[config.mk]
export PLATFORM = sky130hd
export DESIGN_NAME = dsync_ctrl_gen
export DESIGN_NICKNAME = d
export VERILOG_FILES = /design/src/rtl/dsync_pkg.sv /design/src/rtl/dsync_place.sv /design/src/rtl/dsync_env_return.sv /design/src/rtl/dsync_latch_ctl.sv /design/src/rtl/dsync_ctrl_gen.sv
export SDC_FILE = /design/constraint.sdc
export NUM_CORES = 1
export LEC_CHECK = 0
export CORE_AREA = 2 2 43 45
export DETAILED_ROUTE_END_ITERATION = 6
export DIE_AREA = 0 0 45 47
export HOLD_SLACK_MARGIN = 0.15
export PLACE_DENSITY_LB_ADDON = 0.2
export SLEW_MARGIN = 10
export SYNTH_ARGS = -nofsm -noshare
export SYNTH_HDL_FRONTEND = slang
export SYNTH_SLANG_ARGS = --single-unit
export TNS_END_PERCENT = 20
[constraint.sdc]
create_clock -name clk -period 1.2 [get_ports clk]
set_clock_uncertainty 0.2 [all_clocks]
set_input_delay 0.24 -clock clk [delete_from_list [all_inputs] [get_ports clk]]
set_output_delay 0.24 -clock clk [all_outputs]
set_load 0.01 [all_outputs]
[src/rtl/dsync_pkg.sv]
package dsync_pkg;

  // Stages with an odd index hold a bubble at reset and are ready to open.
  function automatic logic bubble_at_reset(input int idx);
    return (idx % 2) == 1;
  endfunction

  // An even stage holds a data token at reset, so the arc from it to its
  // successor's fall starts marked.
  function automatic logic data_at_reset(input int idx);
    return (idx % 2) == 0;
  endfunction

  typedef struct packed {
    logic rise_en;
    logic fall_en;
    logic rise_fire;
    logic fall_fire;
  } stage_evt_t;

endpackage

[src/rtl/dsync_place.sv]
module dsync_place #(
  parameter logic INIT = 1'b0
) (
  input  logic clk,
  input  logic rst_n,
  input  logic put,
  input  logic take,
  output logic tok
);
  logic tok_q;

  always_ff @(posedge clk) begin
    if (!rst_n) tok_q <= INIT;
    else        tok_q <= (tok_q & ~take) | put;
  end

  assign tok = tok_q;
endmodule

[src/rtl/dsync_env_return.sv]
module dsync_env_return (
  input  logic clk,
  input  logic rst_n,
  input  logic last_fall,
  input  logic take,
  output logic tok
);
  logic pend_q;
  logic tok_q;

  always_ff @(posedge clk) begin
    if (!rst_n) begin
      pend_q <= 1'b0;
      tok_q  <= 1'b1;
    end else begin
      pend_q <= last_fall;
      tok_q  <= (tok_q & ~take) | pend_q;
    end
  end

  assign tok = tok_q;
endmodule

[src/rtl/dsync_latch_ctl.sv]
module dsync_latch_ctl (
  input  logic clk,
  input  logic rst_n,
  input  logic rise_tok,
  input  logic fall_tok,
  input  logic req_rise,
  input  logic req_fall,
  output logic level,
  output dsync_pkg::stage_evt_t evt
);
  logic level_q;
  logic r_en, f_en, r_go, f_go;

  always_comb begin
    r_en = ~level_q & rise_tok;
    f_en =  level_q & fall_tok;
    r_go = r_en & req_rise;
    f_go = f_en & req_fall;
  end

  always_ff @(posedge clk) begin
    if (!rst_n)            level_q <= 1'b0;
    else if (r_go || f_go) level_q <= ~level_q;
  end

  assign level = level_q;
  assign evt   = '{rise_en: r_en, fall_en: f_en, rise_fire: r_go, fall_fire: f_go};
endmodule

[src/rtl/dsync_ctrl_gen.sv]
module dsync_ctrl_gen #(
  parameter int N = 4
) (
  input  logic         clk,
  input  logic         rst_n,
  input  logic [N-1:0] req_rise,
  input  logic [N-1:0] req_fall,
  output logic [N-1:0] lat_en,
  output logic [N-1:0] rise_en,
  output logic [N-1:0] fall_en
);
  import dsync_pkg::*;

  localparam int NARC = (N > 1) ? N - 1 : 1;

  stage_evt_t      evt [N];
  logic [N-1:0]    rise_fire, fall_fire;
  logic [N-1:0]    bk_tok;   // fall of i+1 -> rise of i; last entry from sink
  logic [NARC-1:0] fw_tok;   // rise of i -> fall of i+1
  logic [N-1:0]    fall_need;

  for (genvar i = 0; i < N; i++) begin : g_stage
    dsync_latch_ctl u_ctl (
      .clk      (clk),
      .rst_n    (rst_n),
      .rise_tok (bk_tok[i]),
      .fall_tok (fall_need[i]),
      .req_rise (req_rise[i]),
      .req_fall (req_fall[i]),
      .level    (lat_en[i]),
      .evt      (evt[i])
    );
    assign rise_en[i]   = evt[i].rise_en;
    assign fall_en[i]   = evt[i].fall_en;
    assign rise_fire[i] = evt[i].rise_fire;
    assign fall_fire[i] = evt[i].fall_fire;

    if (i == 0) begin : g_head
      assign fall_need[i] = 1'b1;
    end else begin : g_body
      assign fall_need[i] = fw_tok[i-1];
    end
  end

  for (genvar i = 0; i < N - 1; i++) begin : g_arc
    dsync_place #(.INIT(bubble_at_reset(i))) u_bk (
      .clk (clk), .rst_n (rst_n),
      .put (fall_fire[i+1]), .take (rise_fire[i]), .tok (bk_tok[i])
    );
    dsync_place #(.INIT(data_at_reset(i))) u_fw (
      .clk (clk), .rst_n (rst_n),
      .put (rise_fire[i]), .take (fall_fire[i+1]), .tok (fw_tok[i])
    );
  end

  if (N == 1) begin : g_no_arc
    assign fw_tok = '0;
  end

  dsync_env_return u_sink (
    .clk       (clk),
    .rst_n     (rst_n),
    .last_fall (fall_fire[N-1]),
    .take      (rise_fire[N-1]),
    .tok       (bk_tok[N-1])
  );
endmodule

==> metrics.txt, run 1 <==
Die Wd=45 µm; hold buffers post-CTS=0; crit-path cells=and2_4, buf_6; Clock Root Buffer=clkbuf_4; CP peak stage delay=370 ps; Initial Utilization=33.3%; Power Density=1160 mW/mm²; total global routing overflow=0; Worst-Skew Late Latency=270 ps; largest net degree at the start of global routing=8; DRC violations left=0; layout cell share with drive strength beyond 1=50.5%; First-pass DRT Iterations=3; Top-Level Pins=22; worst hold slack=219 ps; VDD IR max=471 µV; DP Area=803 µm²; M2 GR Usage=21.4%; Post-DRT Antenna Nets=0; vias per inst=4.49; vias in the first global route=473; fin crit period=1320 ps; Sink Count=12; family with the most delay on the worst path=flip-flops; failing checks=negative setup slack; number of nets in the layout=102; cell taking the most area after synthesis=dfxtp_1; clk buf depth=2; post-DP HPWL=852 µm; CP startpoint kind=flop; WL/cell=10.4 µm; Tot GR Track Use=13.2%; Worst path slowest cell=dfxtp_4; Slew headroom=83.9%; GRT met3 Usage=3.46%; top-area cell type share of the netlist area=43.7%; RSZ-0062 raised after global routing=true; core area=0.00165 mm²; initial antenna violation count=0; Yosys Warn Count=0; register area=253 µm²; # H-tree levels=1; Crit Path Max Fanout=5; Final Wtd Congestion=0.696; Crit Path Category=reg -> out; fin. max-slew vios=0; ranking of synthesized cells by area=dfxtp_1, buf_4, a21oi_1; post-route cell area=855 µm²; full die area=0.00212 mm²; DP Worst Slack=-333 ps; Crit path depth=2; post-synthesis register bit count=12; endpoints failing hold=0; period utilisation layout=110%; layout filler cell count=175; worst slew pin tran=241 ps; HP Class=reg -> reg; R2R setup slack=10 ps; reg-to-reg endpoint=g_arc[1].u_bk.tok$_SDFF_PN1_; Setup violations, final=10; post-synthesis cell count=63; f_max=0.757 GHz; Critical Path RT=760 ps; Die Y=47 µm; Netlist cell types=20; Multi-input gate area=225 µm²; Layout area overhead=55.6%; first-pass GRT wire length=1.99 mm; status=complete, but fails checks; Setup crit end=fall_en[1]; final wirelength=1.13 mm; CTS tree=yes; max-cap violations=0; setup ws final=-121 ps; worst setup path start=g_stage[1].u_ctl.level$_SDFFE_PN0P_; FF-to-FF Start=g_stage[2].u_ctl.level$_SDFFE_PN0P_; Num CTS Buffers=3; total number of vias=485; kind of end point of the critical path=output port; met1 Usage GRT=16.0%; CP arrival=880 ps; # diodes=0; total power=0.991 mW; Port Buf Inserts=21; clk slew on worst S/H paths=80 ps; Iter 0 DRT Violations=5; Syn Nets=73; sequential fraction of the synthesis area=43.7%; Rows=15; syn_area_per_cell=8.72 µm²; Fin Setup TNS=-833 ps; post-CTS setup buffer count=0; CP Buf/Inv Count=1; busiest layer in global routing=met2; Lkg Pwr=0.400 nW; Mapped Area=549 µm²; R2R cell count=3
==> flip-flops by register name, summed over array words and instances (netlist names) <==
| signal | count |
|---|---|
| g_stage.u_ctl.level | 4 |
| g_arc.u_fw.tok | 3 |
| u_sink.tok | 1 |
| u_sink.pend_q | 1 |
| g_arc.u_bk.tok | 3 |
==> synthesized netlist by cell type <==
cell type	n
nand2_1	7
buf_4	12
nor2_1	2
nor3b_1	1
nor2b_1	3
nand3_1	3
inv_1	2
o21ai_0	2
a211o_1	1
a221o_1	1
a211oi_1	1
and2_1	2
nor2b_4	1
a21oi_1	7
inv_2	1
o211ai_1	1
and2_4	1
nand2_2	1
dfxtp_1	12
nand2b_1	2
==> cell usage in the layout, fill, tap and decap left out, types with 2 or more instances in the layout <==
master and count:
nand3_1 3, nor2_1 2, dfxtp_1 4, o21ai_0 2
buf_2 6, buf_4 13, nor2b_4 2, buf_6 8
a21oi_1 7, inv_1 2, dfxtp_2 7, nor2b_1 2
nand2_1 7, clkdlybuf4s50_1 9, clkbuf_4 3, and2_4 2
==> kinds of logic after synthesis <==
| family | count (synthesis) | share of synthesized area (%) |
|---|---|---|
| flip-flops | 12 | 43.7 |
| AO/OA/AOI/OAI | 13 | 14.4 |
| AND/OR/NAND/NOR | 23 | 23.5 |
| buffers and inverters | 15 | 18.5 |
==> how the worst min path moves through the flow <==
| stage | startpoint | end | slack, ps | depth (start not counted) |
|---|---|---|---|---|
| 6_report | u_sink.pend_q$_SDFF_PN0_ | u_sink.tok$_SDFF_PN1_ | 220 | 1 |
| 4_1_cts | u_sink.pend_q$_SDFF_PN0_ | u_sink.tok$_SDFF_PN1_ | 220 | 1 |
| 3_3_place_gp | u_sink.pend_q$_SDFF_PN0_ | u_sink.tok$_SDFF_PN1_ | 200 | 1 |
| 3_5_place_dp | u_sink.pend_q$_SDFF_PN0_ | u_sink.tok$_SDFF_PN1_ | 200 | 1 |
| 5_1_grt | u_sink.pend_q$_SDFF_PN0_ | u_sink.tok$_SDFF_PN1_ | 240 | 1 |
| 2_1_floorplan | rst_n | g_arc[0].u_fw.tok$_SDFF_PN1_ | 110 | 1 |
==> where the power goes <==
part | leakage, nW | switching, mW | internal (mW) | total [mW]
clock network | 0.0210 | 0.134 | 0.184 | 0.318
logic | 0.278 | 0.0826 | 0.140 | 0.223
registers | 0.101 | 0.0199 | 0.430 | 0.450
==> cell type report <==
type | instances | share of cell area, %
sequential | 12 | 29.6
multi-input combinational | 36 | 26.4
inverter | 3 | 1.32
clock buffer | 4 | 4.25
tap | 17 | 2.49
timing repair buffer | 36 | 36.0
==> metrics by stage <==
| step | utilization [%] | cells |
|---|---|---|
| after CTS | 50.5 | 108 |
| after floorplan | - | 63 |
| final | 51.7 | 108 |
| after global routing | 51.7 | 108 |
| after detailed placement | 48.6 | 104 |
| after global placement | 48.6 | 104 |
==> timing repair <==
item,4_1_cts,5_1_grt
resized for setup,65,4
pin swaps,1,1
endpoints found under the setup margin,13,15
cloned,0,0
==> metal layers <==
metal,wire (µm),vias to the layer above
met2,537,14
met5,0,-
met3,85,2
li1,-,252
met1,495,217
met4,8,0
Power figures use the tool's default switching activity.
==> inputs of run 2 (changes only) <==
CELL_PAD_IN_SITES_DETAIL_PLACEMENT = 0   (was unset)
CELL_PAD_IN_SITES_GLOBAL_PLACEMENT = 2   (was unset)
CORE_AREA = 2 2 56 58   (was 2 2 43 45)
DIE_AREA = 0 0 58 60   (was 0 0 45 47)
==> metrics.txt, run 2 (same netlist as run 1, synthesis figures left out) <==
Tot GR Track Use=7.83%; vias per inst=3.87; clk buf depth=2; Die Wd=58 µm; number of nets in the layout=104; f_max=0.757 GHz; crit-path cells=and2_4, buf_6; Multi-input gate area=231 µm²; RSZ-0062 raised after global routing=true; Worst-Skew Late Latency=270 ps; full die area=0.00348 mm²; most frequent cells in the layout=buf_4, buf_6, clkdlybuf4s50_1, nand2_1; final core occ=31.6%; layout cell share with drive strength beyond 1=53.8%; total power=1.02 mW; Initial Utilization=18.9%; Port Buf Inserts=21; final wirelength=1.17 mm; max-cap violations=0; initial antenna violation count=0; CTS tree=yes; Iter 0 DRT Violations=12; DP Area=823 µm²; Power Density=1120 mW/mm²; failing checks=negative setup slack; Crit Path Category=reg -> out; DRC violations left=0; post-DP HPWL=909 µm; Num CTS Buffers=3; endpoints failing hold=0; Clock Root Buffer=clkbuf_4; first-pass GRT wire length=1.98 mm; kind of end point of the critical path=output port; status=complete, but fails checks; family with the most delay on the worst path=flip-flops; setup ws final=-121 ps; worst slew pin tran=165 ps; most common cell after layout, fill and taps aside=buf_4; Largest register FFs=4; register area=255 µm²; HP Class=reg -> reg; core area=0.00290 mm²; Final Wtd Congestion=0.695; total number of vias=488; CP arrival=880 ps; fin. max-slew vios=0; Worst path slowest cell=dfxtp_4; Layout area overhead=67.0%; largest net degree at the start of global routing=8; Rows=20; Setup violations, final=13; WL/cell=9.26 µm; dpl cells=120; CP peak stage delay=370 ps; layout filler cell count=318; Critical Path RT=760 ps; Crit Path Max Fanout=4; vias in the first global route=485; Top-Level Pins=22; CP startpoint kind=flop; clk slew on worst S/H paths=80 ps; Post-DRT Antenna Nets=0; First-pass DRT Iterations=2; Slew headroom=88.9%; total global routing overflow=0; post-route cell area=917 µm²; fin crit period=1320 ps; Die Y=60 µm; # diodes=0; # H-tree levels=1; Sink Count=12; Cell Count, Final, Fillers Out=126; VDD IR max=456 µV; Lkg Pwr=0.416 nW; CP Buf/Inv Count=1; period utilisation layout=110%
-- run 2: through the flow --
| step | setup WS, ps | hold slack [ps] | setup TNS, ps |
|---|---|---|---|
| 2_1_floorplan | 82.4 | 112 | 0 |
| 3_3_place_gp | -298 | 201 | -4520 |
| 3_5_place_dp | -312 | 200 | -4580 |
| 4_1_cts | -157 | 221 | -1220 |
| 5_1_grt | -179 | 240 | -1880 |
| 6_report | -121 | 219 | -1120 |
-- run 2: cell type report --
class	instances	area share [%]
Tap cell	33	4.50
Timing Repair Buffer	38	37.2
Inverter	3	1.23
Sequential cell	12	27.8
Clock buffer	4	3.96
Multi-Input combinational cell	36	25.2
-- run 2: layer usage --
| layer | routed length (µm) | GRT usage, % | share of wire, % | up-vias |
|---|---|---|---|---|
| met5 | 0 | 0 | 0 | - |
| met4 | 18 | 6.98 | 1.5 | 0 |
| met3 | 87 | 2.16 | 7.5 | 2 |
| met2 | 548 | 11.5 | 47 | 13 |
| met1 | 513 | 9.26 | 44 | 216 |
| li1 | - | - | - | 257 |
-- run 2: worst paths after layout --
path	from	endpoint	slack [ps]	cells after the start
min reg2reg	u_sink.pend_q$_SDFF_PN0_	u_sink.tok$_SDFF_PN1_	220	1
max reg2reg	g_stage[3].u_ctl.level$_SDFFE_PN0P_	u_sink.tok$_SDFF_PN1_	-80	4
min	u_sink.pend_q$_SDFF_PN0_	u_sink.tok$_SDFF_PN1_	220	1
max	g_stage[1].u_ctl.level$_SDFFE_PN0P_	fall_en[1]	-120	2
-- run 2: power by group --
group	switching [mW]	leakage, nW	internal, mW
Clock	0.136	0.0210	0.184
Sequential	0.0203	0.101	0.430
Combinational	0.0892	0.293	0.164
-- run 2: timing repair --
item,in CTS,in global routing
setup buffers,0,2
hold buffers,0,0
pin swaps,1,1
resized for setup,64,11
setup endpoints to repair,14,14
-- run 2: worst register-to-register path: stages (launching register included) --
cell,delay [ps]
dfxtp_4,360
buf_4,130
buf_4,120
nand2b_4,120
a211o_1,240
